### src/rtl/i2c_sc_pkg.sv
package i2c_sc_pkg;

    typedef enum logic [2:0] {
        SQ_IDLE   = 3'd0,
        SQ_HOLD   = 3'd1,
        SQ_MWAIT  = 3'd2,
        SQ_RS_SDA = 3'd3,
        SQ_RS_SCL = 3'd4
    } seq_state_e;

endpackage

### src/rtl/i2c_sc_busmon.sv
module i2c_sc_busmon #(
    parameter int CNT_W = 8
) (
    input  logic             clk,
    input  logic             rst_n,
    input  logic             en_i,
    input  logic             scl_i,
    input  logic             sda_i,
    input  logic [CNT_W-1:0] hmin_i,
    output logic             busy_o,
    output logic             free_o,
    output logic             stop_det_o
);
    localparam logic [CNT_W-1:0] CNT_ONE = {{(CNT_W-1){1'b0}}, 1'b1};

    typedef struct packed {
        logic             prev_scl;
        logic             prev_sda;
        logic             busy;
        logic [CNT_W-1:0] quiet;
    } mon_t;

    mon_t q, d;
    logic start_det;
    logic stop_det;

    always_comb begin
        start_det = q.prev_scl && scl_i && q.prev_sda && !sda_i;
        stop_det  = q.prev_scl && scl_i && !q.prev_sda && sda_i;
        d          = q;
        d.prev_scl = scl_i;
        d.prev_sda = sda_i;
        if (!en_i) begin
            d.busy  = 1'b0;
            d.quiet = '0;
        end else if (start_det) begin
            d.busy  = 1'b1;
            d.quiet = '0;
        end else if (stop_det) begin
            d.busy  = 1'b0;
            d.quiet = '0;
        end else if (q.busy) begin
            d.quiet = '0;
        end else if (q.quiet < hmin_i) begin
            d.quiet = q.quiet + CNT_ONE;
        end
    end

    always_ff @(posedge clk or negedge rst_n) begin
        if (!rst_n) begin
            q <= '{prev_scl: 1'b1, prev_sda: 1'b1, busy: 1'b0, quiet: '0};
        end else begin
            q <= d;
        end
    end

    assign busy_o     = q.busy;
    assign free_o     = !q.busy && (q.quiet >= hmin_i);
    assign stop_det_o = stop_det && en_i;

endmodule

### src/rtl/i2c_sc_decide.sv
module i2c_sc_decide (
    input  logic clk,
    input  logic rst_n,
    input  logic en_i,
    input  logic trig_wr_i,
    input  logic stop_req_i,
    input  logic release_i,
    input  logic arb_lost_i,
    input  logic rsv_dis_i,
    input  logic rej_clr_i,
    input  logic mst_wait_i,
    input  logic mst_rx_i,
    input  logic ack_en_i,
    input  logic busy_i,
    input  logic free_i,
    input  logic stop_det_i,
    input  logic seq_idle_i,
    input  logic seq_finish_i,
    output logic trig_o,
    output logic rej_o,
    output logic owner_o,
    output logic go_start_o,
    output logic go_restart_o
);
    typedef struct packed {
        logic trig;
        logic rej;
        logic owner;
    } dec_t;

    dec_t q, d;
    logic kill;
    logic wr_ok;
    logic restart_ok;
    logic reject;
    logic take_new;

    always_comb begin
        kill       = !en_i || arb_lost_i || release_i;
        wr_ok      = trig_wr_i && !stop_req_i && !q.trig && !kill;
        restart_ok = q.owner && mst_wait_i && (!mst_rx_i || !ack_en_i);
        reject     = wr_ok && !q.owner && !free_i && busy_i && rsv_dis_i;
        take_new   = wr_ok && !q.owner && !reject;

        go_restart_o = wr_ok && restart_ok;
        go_start_o   = seq_idle_i && !q.owner && free_i && !kill &&
                       (q.trig || take_new);

        d = q;
        if (kill) begin
            d.trig = 1'b0;
        end else if (seq_finish_i) begin
            d.trig = 1'b0;
        end else if (take_new || go_restart_o) begin
            d.trig = 1'b1;
        end

        if (kill || stop_det_i) begin
            d.owner = 1'b0;
        end else if (seq_finish_i) begin
            d.owner = 1'b1;
        end

        if (!en_i) begin
            d.rej = 1'b0;
        end else if (reject) begin
            d.rej = 1'b1;
        end else if (rej_clr_i) begin
            d.rej = 1'b0;
        end
    end

    always_ff @(posedge clk or negedge rst_n) begin
        if (!rst_n) begin
            q <= '0;
        end else begin
            q <= d;
        end
    end

    assign trig_o  = q.trig;
    assign rej_o   = q.rej;
    assign owner_o = q.owner;

endmodule

### src/rtl/i2c_sc_seq.sv
module i2c_sc_seq
    import i2c_sc_pkg::*;
#(
    parameter int CNT_W = 8
) (
    input  logic             clk,
    input  logic             rst_n,
    input  logic             en_i,
    input  logic             arb_lost_i,
    input  logic             release_i,
    input  logic             owner_i,
    input  logic             go_start_i,
    input  logic             go_restart_i,
    input  logic [CNT_W-1:0] hmin_i,
    output logic             sda_oe_o,
    output logic             scl_oe_o,
    output logic             idle_o,
    output logic             finish_o,
    output logic             done_o
);
    localparam logic [CNT_W-1:0] CNT_ONE = {{(CNT_W-1){1'b0}}, 1'b1};

    typedef struct packed {
        seq_state_e       st;
        logic [CNT_W-1:0] cnt;
        logic             done;
    } seq_t;

    seq_t q, d;
    logic last;
    logic abort;

    always_comb begin
        last   = (q.cnt >= (hmin_i - CNT_ONE));
        abort  = !en_i || arb_lost_i || release_i;
        d      = q;
        d.done = 1'b0;
        finish_o = 1'b0;
        case (q.st)
            SQ_IDLE: begin
                d.cnt = '0;
                if (go_restart_i) begin
                    d.st = SQ_RS_SDA;
                end else if (go_start_i) begin
                    d.st = SQ_HOLD;
                end
            end
            SQ_HOLD: begin
                if (last) begin
                    d.st     = SQ_MWAIT;
                    d.cnt    = '0;
                    d.done   = 1'b1;
                    finish_o = !abort;
                end else begin
                    d.cnt = q.cnt + CNT_ONE;
                end
            end
            SQ_MWAIT: begin
                d.cnt = '0;
                if (go_restart_i) begin
                    d.st = SQ_RS_SDA;
                end else if (!owner_i) begin
                    d.st = SQ_IDLE;
                end
            end
            SQ_RS_SDA: begin
                if (last) begin
                    d.st  = SQ_RS_SCL;
                    d.cnt = '0;
                end else begin
                    d.cnt = q.cnt + CNT_ONE;
                end
            end
            SQ_RS_SCL: begin
                if (last) begin
                    d.st  = SQ_HOLD;
                    d.cnt = '0;
                end else begin
                    d.cnt = q.cnt + CNT_ONE;
                end
            end
            default: begin
                d.st  = SQ_IDLE;
                d.cnt = '0;
            end
        endcase
        if (abort) begin
            d.st   = SQ_IDLE;
            d.cnt  = '0;
            d.done = 1'b0;
        end
    end

    always_ff @(posedge clk or negedge rst_n) begin
        if (!rst_n) begin
            q <= '{st: SQ_IDLE, cnt: '0, done: 1'b0};
        end else begin
            q <= d;
        end
    end

    assign sda_oe_o = (q.st == SQ_HOLD) || (q.st == SQ_MWAIT);
    assign scl_oe_o = (q.st == SQ_MWAIT) || (q.st == SQ_RS_SDA);
    assign idle_o   = (q.st == SQ_IDLE);
    assign done_o   = q.done;

endmodule

### src/rtl/i2c_start_ctrl.sv
module i2c_start_ctrl #(
    parameter int CNT_W = 8
) (
    input  logic             clk,
    input  logic             rst_n,
    input  logic             en_i,
    input  logic [CNT_W-1:0] hold_cnt_i,
    input  logic             trig_wr_i,
    input  logic             stop_req_i,
    input  logic             release_i,
    input  logic             rej_clr_i,
    input  logic             rsv_dis_i,
    input  logic             arb_lost_i,
    input  logic             mst_wait_i,
    input  logic             mst_rx_i,
    input  logic             ack_en_i,
    input  logic             scl_i,
    input  logic             sda_i,
    output logic             scl_oe_o,
    output logic             sda_oe_o,
    output logic             trig_o,
    output logic             rej_o,
    output logic             start_done_o
);
    localparam logic [CNT_W-1:0] CNT_ONE = {{(CNT_W-1){1'b0}}, 1'b1};

    logic [CNT_W-1:0] hmin;
    logic busy;
    logic free;
    logic stop_det;
    logic owner;
    logic go_start;
    logic go_restart;
    logic seq_idle;
    logic seq_finish;

    assign hmin = (hold_cnt_i == '0) ? CNT_ONE : hold_cnt_i;

    i2c_sc_busmon #(.CNT_W(CNT_W)) u_mon (
        .clk        (clk),
        .rst_n      (rst_n),
        .en_i       (en_i),
        .scl_i      (scl_i),
        .sda_i      (sda_i),
        .hmin_i     (hmin),
        .busy_o     (busy),
        .free_o     (free),
        .stop_det_o (stop_det)
    );

    i2c_sc_decide u_dec (
        .clk          (clk),
        .rst_n        (rst_n),
        .en_i         (en_i),
        .trig_wr_i    (trig_wr_i),
        .stop_req_i   (stop_req_i),
        .release_i    (release_i),
        .arb_lost_i   (arb_lost_i),
        .rsv_dis_i    (rsv_dis_i),
        .rej_clr_i    (rej_clr_i),
        .mst_wait_i   (mst_wait_i),
        .mst_rx_i     (mst_rx_i),
        .ack_en_i     (ack_en_i),
        .busy_i       (busy),
        .free_i       (free),
        .stop_det_i   (stop_det),
        .seq_idle_i   (seq_idle),
        .seq_finish_i (seq_finish),
        .trig_o       (trig_o),
        .rej_o        (rej_o),
        .owner_o      (owner),
        .go_start_o   (go_start),
        .go_restart_o (go_restart)
    );

    i2c_sc_seq #(.CNT_W(CNT_W)) u_seq (
        .clk          (clk),
        .rst_n        (rst_n),
        .en_i         (en_i),
        .arb_lost_i   (arb_lost_i),
        .release_i    (release_i),
        .owner_i      (owner),
        .go_start_i   (go_start),
        .go_restart_i (go_restart),
        .hmin_i       (hmin),
        .sda_oe_o     (sda_oe_o),
        .scl_oe_o     (scl_oe_o),
        .idle_o       (seq_idle),
        .finish_o     (seq_finish),
        .done_o       (start_done_o)
    );

endmodule

### config.mk
export PLATFORM = sky130hd
export DESIGN_NAME = i2c_start_ctrl
export DESIGN_NICKNAME = d
export VERILOG_FILES = /design/src/rtl/i2c_sc_pkg.sv /design/src/rtl/i2c_sc_busmon.sv /design/src/rtl/i2c_sc_decide.sv /design/src/rtl/i2c_sc_seq.sv /design/src/rtl/i2c_start_ctrl.sv
export SDC_FILE = /design/constraint.sdc
export NUM_CORES = 1
export LEC_CHECK = 0
export BUFFER_PORTS_ARGS = -buffer_cell sky130_fd_sc_hd__buf_2
export CAP_MARGIN = 20
export CORE_MARGIN = 4
export CORE_UTILIZATION = 30
export DETAILED_ROUTE_END_ITERATION = 8
export PLACE_DENSITY = 0.51
export SYNTH_ARGS = -nofsm -noshare
export SYNTH_HDL_FRONTEND = slang
export SYNTH_SLANG_ARGS = --single-unit
### constraint.sdc
create_clock -name clk -period 5.65 [get_ports clk]
set_input_delay 1.13 -clock clk [delete_from_list [all_inputs] [get_ports clk]]
set_output_delay 1.13 -clock clk [all_outputs]
set_load 0.02 [all_outputs]
# After elaboration in Yosys (flattened, before gate mapping)
# Cells that the tools add are included.
# classes
add_sub_neg,3
mul,0
div_mod_pow,0
n_lt_le_gt_ge,3
eq_ne,12
shifts,0
mux,29
bitwise_logic,0
n_reduce_logical,47
# op_table
operator,n
$pmux 11 s5,1
$mux 8,5
$logic_and 1x1->1,22
$mux 3,7
$mux 9,2
$add 8x1->8 const B,2
$ge 8x8->1,2
$mux 1,13
$logic_not 1->1,12
$mux 12,1
$ne 3x2->1 const B,3
$logic_not 8->1,1
$logic_or 1x1->1,8
$lt 8x8->1,1
$ne 4x4->1 const B,2
$sub 8x1->8 const B,1
$eq 3x2->1 const B,2
$ne 3x1->1 const B,2
$ne 5x1->1 const B,1
$reduce_and 5->1,1
$eq 3x1->1 const B,1
$eq 3x3->1 const B,1
$logic_not 3->1,1
$reduce_bool 3->1,1
$reduce_bool 2->1,1
# totals
register_bits,26
latch_bits,0
ram_bits,0
rom_bits,0
input_bits,22
output_inout_bits,5
n_memories,0

# Logic depth before layout (Yosys ltp)
# Gate-level depths: netlist of the first run.
# logic_depth
ltp_word,17
depth_mapped,11
mapped_depth_nobuf,11

# By module
# From an unflattened synthesis of the first run, not the netlist that was laid out.
# unflattened
cells_unflattened,226
area_unflattened_um2,2044.5
# modules_own_cells
module,instances,cells_per_inst,area_each_um2,seq_area_each_um2
i2c_sc_seq,1,103,983.4,300.3
i2c_sc_busmon,1,89,782.0,277.8
i2c_sc_decide,1,24,227.7,75.1
i2c_start_ctrl,1,10,51.3,0.0

# Worst setup path after synthesis of the first run
# OpenSTA, ideal clock, no wires.
# synth_path
path_type,input-to-reg
from,input hold_cnt_i[3]
to,"register u_dec.q, in the netlist u_dec.owner_o"
setup_time_ns,0.068
t_arrival_ns,3.462
required_ns,5.582
path_slack_ns,2.121
cell_stages,11
n_path_buf,0
path_cell_list,nor3_1 -> a31oi_1 -> ha_1 -> and3_1 -> xnor2_1 -> ha_1 -> and4_1 -> o211ai_1 -> o221a_2 -> nor4_1 -> o221a_1
# synth_between
elab_chain_cells,7
# synth_rtl
element,line_no,text
from (decl),i2c_start_ctrl.sv:7,"input logic [CNT_W-1:0] hold_cnt_i,"
$logic_not 8->1,i2c_start_ctrl.sv:37,assign hmin = (hold_cnt_i == '0) ? CNT_ONE : hold_cnt_i;
$mux 8 (*),i2c_start_ctrl.sv:37,
$sub 8x1->8 (*),i2c_sc_seq.sv:34,last = (q.cnt >= (hmin_i - CNT_ONE));
$ge 8x8->1 (*),i2c_sc_seq.sv:34,
$mux 1 (*),i2c_sc_seq.sv:49,if (last) begin
$mux 1 (*),i2c_sc_seq.sv:39,case (q.st)
$reduce_bool 2->1 (no line) (*),--,
to (signal assigned),i2c_sc_decide.sv:75,q <= '0;
to (signal assigned),i2c_sc_decide.sv:77,q <= d;
to (decl),i2c_sc_decide.sv:31,"dec_t q, d;"
# Mark *: on every way between the ends. The rest lies on a longest branch, timed or not.
# A chain may end at the register's enable or synchronous reset.

# Final worst setup path of the first run
# layout_path
from,input hold_cnt_i[4]
to,"register u_dec.q, in the netlist u_dec.owner_o"
# The elaborated chain is that of the path after synthesis.

==> impl_results.md, run 1 <==
* Outcome: complete, no violations
* Placement-stage cell area at roughly 2000 um2
* Top cell type's share of synthesized area at about a third
* Instance count of the mapped netlist at between 200 and 250
* Static leakage power at between 0.0009 and 0.001 uW
* Post-detail-place hpwl at around 3200 um
* Pin slew with the least headroom to its limit at 688 ps
* Die Area at 7370 um2
* Pre-CTS WS at about 1700 ps
* Signed area change from the synthesized netlist to the final layout at 14.9%
* First-pass GRT wire length at 7000 um
* Register bit count reported by yosys at 26
* Number of flops mapped to enable cells by yosys at 0
* Data arrival time of the critical path at 3870 ps
* Detailed Routing Iterations Pass 1 at 4
* CTS tree: done
* Die boundary height at roughly 86 um
* Fill cell instance count of the final layout at between 600 and 700
* Nets@finish at 276
* Syn Area/Cell at 8.83 um2
* Synthesis Warnings at 0
* Post-synthesis net count at 247
* Cell taking the most area after synthesis: sky130_fd_sc_hd__dfrtp_1
* Vias after detailed routing at ~1500
* Maximum number of pins on one net before global-route repair at 27
* CTS max path bufs at 2
* ANT cells at 0
* Startpoint types: input pin
* Antenna violations before repair at 0
* Min Tclk post-route at between 3000 and 4000 ps
* P per Cell Area at 176 nW/um2
* Clock latency at the later pin of the worst-skew pair at 270 ps
* CORE AREA at 5890 um2
* Share of post-route cells with drive strength above 1 at 14.5%
* Netlist Area Pre-Place at about 1800 um2
* Number of library cell types mapped by synthesis at 41
* Top-count cell post-synth: sky130_fd_sc_hd__dfrtp_1
* Number of port buffers at 26
* Post-detailed-route count of antenna-violating nets at 0
* Post-synthesis simple-gate area fraction at between 20% and 30%
* Routed wire length per instance at between 10 and 15 um
* Number of standard-cell rows in the floorplan at 28
* Multiplexer share of the synthesized area at about 1.7%
* Buffers inserted during post-CTS setup optimization at 0
* Total negative slack at 0 ps
* DR DRC count at 0
* Clock skew after layout at roughly 3.6 ps
* Max layer used: met4
* Crit share post-route at approximately 65%
* Number of DRC violations after detailed-routing iteration 0 at 57
* Critical path fanouts, max at 7
* Number of gates resized after cts at 0
* Seq/Total Area, Yosys at between 30% and 40%
* Post-synthesis xor/xnor area fraction at between 6 and 7%
* Setup repair after global routing missed its margin: no
* Adder-Cell Fraction of Synth Area at 13.1%
* Global-route usage over all layers at a little under an eighth
* Class of the most critical setup path: in2reg
* H-tree depth at 1
* CTS Root Cell: sky130_fd_sc_hd__clkbuf_8
* Sinks on the clock net at 26
* Most numerous cell on the critical path: sky130_fd_sc_hd__ha_1
* Count of final max-slew check failures at 0
* Final-report setup violation count at 0
* Crit path capture type: register
* Routability congestion estimate from global placement at between 0.8 and 0.9
* Hold WC Path Type: reg2reg
* Ranking of synthesized cells by area: sky130_fd_sc_hd__dfrtp_1, sky130_fd_sc_hd__ha_1, sky130_fd_sc_hd__a21oi_1
* Final Total Pwr at about 370 uW
* Top cells by count, synth: sky130_fd_sc_hd__dfrtp_1, sky130_fd_sc_hd__ha_1, sky130_fd_sc_hd__inv_1
* Crit path cell chain: buf_2 > nor3_1 > a31oi_1 > ha_1 > and3_1 > xnor2_1 > ha_1 > and4_1 > o211ai_1 > o221a_2 > nor4_1 > o221a_1
* Share of the synthesized area in compound gates (AO/OA/AOI/OAI) at 16.2%
* DR WL met2 at 1920 um
* IR drop worst, VDD at a little over 0.00009 V
* WL final at between 3000 and 4000 um
* Util after Layout at a little over a third
* Fraction of registers with async set or reset after synthesis at 100%
* Met1 routed wirelength after detailed routing at between 1500 and 2000 um
* Combinational family with the most area after synthesis: simple AND/OR/NAND/NOR gates
* Buffering stage count on the worst path with inverters included at 1
* Total met3 wirelength after detailed routing at about 100 um
* Total clock buffers created by CTS at 3
* Post-CTS Hold Buffers at 0
* Total grt overflow at 0
* Maximum achievable frequency at 273 MHz
* Required time of the critical path at slightly below 6000 ps
* Number of maximum-capacitance constraint violations at 0
* Vias in the first global route at 1542
* Dominant synthesized flop cell: sky130_fd_sc_hd__dfrtp_1
* Post-Layout Inst Area at roughly 2100 um2
* Via density per instance at roughly 5
* Worst Slack Setup Final at 1990 ps
* Worst max-slew margin expressed relative to the limit at 54.1%
* Top-level port count at 27
* Worst path slowest cell: sky130_fd_sc_hd__nor4_1
* Delay of the slowest cell on the worst path at approximately 380 ps
* Starting utilization of the core area at between 30% and 40%
* Die width at about 86 um
* Hold violation count in the final report at 0
* Worst path top cell family by delay: simple AND/OR/NAND/NOR gates
* Clock slew at the register clock pins of the worst setup and hold paths at approximately 90 ps
==> registers in the layout, summed over array words and instances, names as in the netlist <==
signal / count
u_seq.done_o: 1
u_dec.rej_o: 1
u_mon.busy_o: 1
u_mon.q: 10
u_seq.q: 11
u_dec.owner_o: 1
u_dec.trig_o: 1
==> cell usage in the layout (no fill, tap or decap), types with 5 or more instances in the layout <==
cell,instances
sky130_fd_sc_hd__xnor2_1,8
sky130_fd_sc_hd__nand2_1,15
sky130_fd_sc_hd__nor2_1,16
sky130_fd_sc_hd__dfrtp_1,24
sky130_fd_sc_hd__nand2b_1,6
sky130_fd_sc_hd__nor3_1,7
sky130_fd_sc_hd__ha_1,19
sky130_fd_sc_hd__inv_1,18
sky130_fd_sc_hd__buf_2,26
sky130_fd_sc_hd__nand4_1,5
sky130_fd_sc_hd__nand3_1,15
sky130_fd_sc_hd__a21oi_1,15
sky130_fd_sc_hd__xor2_1,5
sky130_fd_sc_hd__o21ai_0,6
==> cell type report <==
cell class	instances	area (um2)	share of cell area [%]
Clock buffer	4	55.1	2.63
Inverter	18	67.6	3.23
Multi-Input combinational cell	160	1090	52.2
Sequential cell	26	653	31.3
Tap cell	75	93.8	4.49
Timing Repair Buffer	26	130	6.23
==> worst register-to-register path, stage by stage (launching register included) <==
cell	delay, ps
sky130_fd_sc_hd__dfrtp_1	430
sky130_fd_sc_hd__ha_1	300
sky130_fd_sc_hd__nor2b_1	130
sky130_fd_sc_hd__o211ai_1	240
sky130_fd_sc_hd__a21oi_1	270
sky130_fd_sc_hd__or4_1	530
sky130_fd_sc_hd__a21oi_1	150
==> stage by stage <==
stage	hold slack, ps	cells
floorplan	488	206
global placement	507	305
detailed placement	507	305
CTS	528	309
global route	563	309
finish	520	309
==> per-layer routing <==
layer | track usage, % | up-vias
li1 | - | 802
met3 | 2.31 | 4
met4 | 2.16 | 0
met2 | 19.8 | 11
met1 | 15.2 | 727
met5 | 0 | -
==> path summary, 6_finish.rpt <==
| kind | depth (start not counted) | slack, ps | start | endpoint |
|---|---|---|---|---|
| setup / recovery | 12 | 1990 | hold_cnt_i[4] | u_dec.owner_o |
| hold / removal | 2 | 520 | u_dec.rej_o | u_dec.rej_o |
| setup reg to reg | 6 | 3520 | u_mon.q[1] | u_mon.q[4] |
| hold reg to reg | 2 | 520 | u_dec.rej_o | u_dec.rej_o |
| max in group asynchronous | 1 | 4420 | rst_n | u_mon.q[5] |
| min in group asynchronous | 1 | 840 | rst_n | u_seq.q[8] |
==> power breakdown <==
part           switching (uW)  total (uW)  internal [uW]  leakage [uW]
Sequential               4.81         195            190      0.000354
Clock                    57.3         120           62.3     0.0000288
Combinational            31.1        53.5           22.4      0.000585
==> kinds of logic after synthesis <==
group,count (synthesis)
AO/OA/AOI/OAI,44
flip-flops,26
multiplexers,3
adder cells (fa/ha/maj),19
AND/OR/NAND/NOR,81
buffers and inverters,20
XOR/XNOR,13
No activity file was read; power rests on OpenSTA's default activity.
==> run 2: changes to the inputs <==
--- a/config.mk
+++ b/config.mk
@@ -5,12 +5,13 @@
 export SDC_FILE = /design/constraint.sdc
 export NUM_CORES = 1
 export LEC_CHECK = 0
+export ABC_AREA = 1
 export BUFFER_PORTS_ARGS = -buffer_cell sky130_fd_sc_hd__buf_2
 export CAP_MARGIN = 20
 export CORE_MARGIN = 4
 export CORE_UTILIZATION = 30
 export DETAILED_ROUTE_END_ITERATION = 8
-export PLACE_DENSITY = 0.51
+export PLACE_DENSITY = 0.53
 export SYNTH_ARGS = -nofsm -noshare
 export SYNTH_HDL_FRONTEND = slang
 export SYNTH_SLANG_ARGS = --single-unit
==> constraint.sdc (replaced) <==
create_clock -name clk -period 3.3 [get_ports clk]
set_input_delay 0.66 -clock clk [delete_from_list [all_inputs] [get_ports clk]]
set_output_delay 0.66 -clock clk [all_outputs]
set_load 0.02 [all_outputs]
==> impl_results.md, run 2 <==
* Register bit count reported by yosys at 26 (unchanged)
* Startpoint types: input pin
* Post-synthesis xor/xnor area fraction at 4.88% (-1.4 points)
* Crit share post-route at 86.0%
* Required time of the critical path at 3460 ps (-2400 ps)
* Share of post-route cells with drive strength above 1 at 22.3% (+7.8 points)
* Hold violation count in the final report at 0 (unchanged)
* Seq/Total Area, Yosys at 33.1% (-2.8 points)
* Class of the most critical setup path: in2reg
* First-pass GRT wire length at 7220 um (+3.2%)
* Data arrival time of the critical path at 3000 ps (-870 ps)
* Buffers inserted during post-CTS setup optimization at 0 (unchanged)
* Ranking of synthesized cells by area: sky130_fd_sc_hd__dfrtp_1, sky130_fd_sc_hd__ha_1, sky130_fd_sc_hd__nand2_1
* Worst max-slew margin expressed relative to the limit at 58.9% (+4.7 points)
* Detailed Routing Iterations Pass 1 at 4 (unchanged)
* ANT cells at 0 (unchanged)
* Post-CTS Hold Buffers at 0 (unchanged)
* Count of final max-slew check failures at 0 (unchanged)
* Leading cell types in the layout, fill and taps excluded: sky130_fd_sc_hd__nand2_1, sky130_fd_sc_hd__inv_1, sky130_fd_sc_hd__nor2_1
* Global-route usage over all layers at 11.3% (-0.24 points)
* Hold WC Path Type: in2async
* Number of library cell types mapped by synthesis at 37 (-9.8%)
* WL final at 4010 um (+3.0%)
* Pre-CTS WS at 189 ps (-1490 ps)
* Starting utilization of the core area at 30.9% (about the same)
* Signed area change from the synthesized netlist to the final layout at 15.5%
* Fraction of registers with async set or reset after synthesis at 100% (unchanged)
* Die boundary height at 89.1 um (+3.8%)
* Hold Worst Slack at 385 ps (-134 ps)
* Total clock buffers created by CTS at 3 (unchanged)
* Final-report setup violation count at 0 (unchanged)
* Die Area at 7940 um2 (+7.7%)
* Crit path capture type: register
* Total grt overflow at 0 (unchanged)
* Most common cell after layout, fill and taps aside: sky130_fd_sc_hd__nand2_1
* Min Tclk post-route at about 2800 ps
* Fill cell instance count of the final layout at 680 (+4.8%)
* Outcome: complete, no violations
* Vias in the first global route at 1554 (+0.78%)
* Dominant synthesized flop cell: sky130_fd_sc_hd__dfrtp_1
* CTS Root Cell: sky130_fd_sc_hd__clkbuf_8
* Nets@finish at 320 (+16%)
* Routability congestion estimate from global placement at 0.834 (+3.5%)
* Via density per instance at 4.53 (-9.3%)
* CORE AREA at 6390 um2 (+8.5%)
* P per Cell Area at 307 nW/um2 (+74%)
* Number of DRC violations after detailed-routing iteration 0 at 96 (+68%)
* DR DRC count at 0 (unchanged)
* Synthesis Warnings at 0 (unchanged)
* Die width at 89.1 um (+3.8%)
* Clock latency at the later pin of the worst-skew pair at 270 ps (about the same)
* Netlist Area Pre-Place at 1970 um2 (+8.5%)
* Critical path fanouts, max at 4 (-3)
* Total negative slack at 0 ps (unchanged)
* Static leakage power at 0.00116 uW (+20%)
* Clock slew at the register clock pins of the worst setup and hold paths at 100 ps (about the same)
* Top-level port count at 27 (unchanged)
* Post-Layout Inst Area at 2280 um2 (+9.0%)
* Antenna violations before repair at 0 (unchanged)
* Combinational family with the most area after synthesis: simple AND/OR/NAND/NOR gates
* Vias after detailed routing at 1608 (+4.1%)
* Number of maximum-capacitance constraint violations at 0 (unchanged)
* Leading registers by flop count: u_seq.q x11, u_mon.q x10
* Placement-stage cell area at 2210 um2 (+8.5%)
* Reg with most FFs: u_seq.q
* CTS tree: done
* Top-count cell post-synth: sky130_fd_sc_hd__nand2_1
* IR drop worst, VDD at 0.000241 V (+160%)
* Top cells by count, synth: sky130_fd_sc_hd__nand2_1, sky130_fd_sc_hd__inv_1, sky130_fd_sc_hd__nor2_1
* Multiplexer share of the synthesized area at 0% (-1.7 points)
* Number of gates resized after cts at 0 (unchanged)
* Worst Slack Setup Final at 462 ps (-1520 ps)
* Number of flip-flops under the largest register name at 11 (unchanged)
* Number of flops mapped to enable cells by yosys at 0 (unchanged)
* Number of port buffers at 26 (unchanged)
* Clock skew after layout at 11.5 ps (+7.86 ps)
* CTS max path bufs at 2 (unchanged)
* Pin slew with the least headroom to its limit at 617 ps (-71.1 ps)
* Number of standard-cell rows in the floorplan at 29 (+3.6%)
* Post-synthesis simple-gate area fraction at 31.9% (+9.1 points)
* Post-detail-place hpwl at 3270 um (+2.1%)
* Sinks on the clock net at 26 (unchanged)
* Instance count of the mapped netlist at 247 (+20%)
* Post-detailed-route count of antenna-violating nets at 0 (unchanged)
* H-tree depth at 1 (unchanged)
* Share of the synthesized area in compound gates (AO/OA/AOI/OAI) at 9.64% (-6.5 points)
* Maximum number of pins on one net before global-route repair at 27 (unchanged)
* Adder-Cell Fraction of Synth Area at 12.0% (-1.0 points)
* Post-synthesis net count at 288 (+17%)
* Setup repair after global routing missed its margin: no
* Routed wire length per instance at 11.3 um (-10%)
* Cell taking the most area after synthesis: sky130_fd_sc_hd__dfrtp_1
* Top cell type's share of synthesized area at 30.4% (-2.6 points)
* Maximum achievable frequency at approximately 350 MHz
* Syn Area/Cell at 7.99 um2 (-9.5%)
==> run 2: cell types whose count changed after synthesis, moves of 4 or more <==
cell	delta
sky130_fd_sc_hd__nand2_1	+32
sky130_fd_sc_hd__inv_1	+21
sky130_fd_sc_hd__nor2_1	+14
sky130_fd_sc_hd__nand2b_1	-6
sky130_fd_sc_hd__xnor2_1	-6
sky130_fd_sc_hd__nor3_1	-5
sky130_fd_sc_hd__a21oi_1	-4
sky130_fd_sc_hd__and3_1	-4
sky130_fd_sc_hd__inv_2	+4
sky130_fd_sc_hd__nand2_2	+4
sky130_fd_sc_hd__nand3_1	-4
sky130_fd_sc_hd__nor4_1	-4
sky130_fd_sc_hd__o211ai_1	-4
sky130_fd_sc_hd__xor2_1	+4
==> run 2: per-layer routing <==
| layer | vias to the layer above | part of all wire [%] | GRT usage, % |
|---|---|---|---|
| met1 | 721 | 52 | 16.9 |
| met5 | - | 0 | 0 |
| li1 | 863 | - | - |
| met2 | 22 | 43 | 17.6 |
| met4 | 0 | 0.57 | 2.03 |
| met3 | 2 | 3.8 | 1.38 |
==> run 2: cells by family after synthesis <==
kind of cell,after synthesis
and+or+nand+nor,118
buffers and inverters,44
AOI/OAI and AO/OA,29
DFF,26
adders and majority gates,19
xor gates and xnor gates,11
==> run 2: final cells by class <==
type	instances	area (um2)	area share, %
tap	77	96.3	4.23
sequential	26	653	28.7
multi-input combinational	177	1150	50.6
clock buffer	3	41.3	1.81
inverter	44	166	7.30
clock inverter	1	30.0	1.32
timing repair buffer	27	138	6.04
==> run 2: worst paths after layout <==
path / to / depth (start not counted) / start / slack, ps
max reg2reg: u_seq.q[11] / 8 / u_seq.q[6] / 1500
min: u_dec.rej_o / 1 / rst_n / 390
max in group asynchronous: u_seq.q[8] / 1 / rst_n / 2500
min reg2reg: u_seq.q[1] / 1 / u_seq.q[1] / 490
max: u_seq.q[10] / 17 / hold_cnt_i[1] / 460
min in group clk: u_mon.q[10] / 1 / scl_i / 480
==> run 2: through the flow <==
step | total power, uW | std cells | utilization, %
2_1_floorplan | 399 | 247 | -
3_3_place_gp | 438 | 351 | 34.6
3_5_place_dp | 440 | 351 | 34.6
4_1_cts | 713 | 355 | 35.7
5_1_grt | 738 | 355 | 35.7
6_report | 699 | 355 | 35.7
==> run 2: critical path, stage by stage <==
cell	delay, ps
sky130_fd_sc_hd__buf_2	130
sky130_fd_sc_hd__nor4_2	350
sky130_fd_sc_hd__a31oi_2	150
sky130_fd_sc_hd__ha_1	240
sky130_fd_sc_hd__nand4_1	110
sky130_fd_sc_hd__xor2_1	160
sky130_fd_sc_hd__inv_1	60
sky130_fd_sc_hd__ha_1	270
sky130_fd_sc_hd__nand2_1	70
sky130_fd_sc_hd__nor2_2	150
sky130_fd_sc_hd__nand4_2	150
sky130_fd_sc_hd__nand4_1	150
sky130_fd_sc_hd__nand2_2	70
sky130_fd_sc_hd__nor2_4	140
sky130_fd_sc_hd__nand2_2	70
sky130_fd_sc_hd__nand2_1	50
sky130_fd_sc_hd__nand2_1	50
==> run 2: power breakdown <==
part | internal (uW) | switching, uW
combinational | 37.7 | 63.9
clock | 162 | 106
sequential | 325 | 4.50
total | 525 | 174
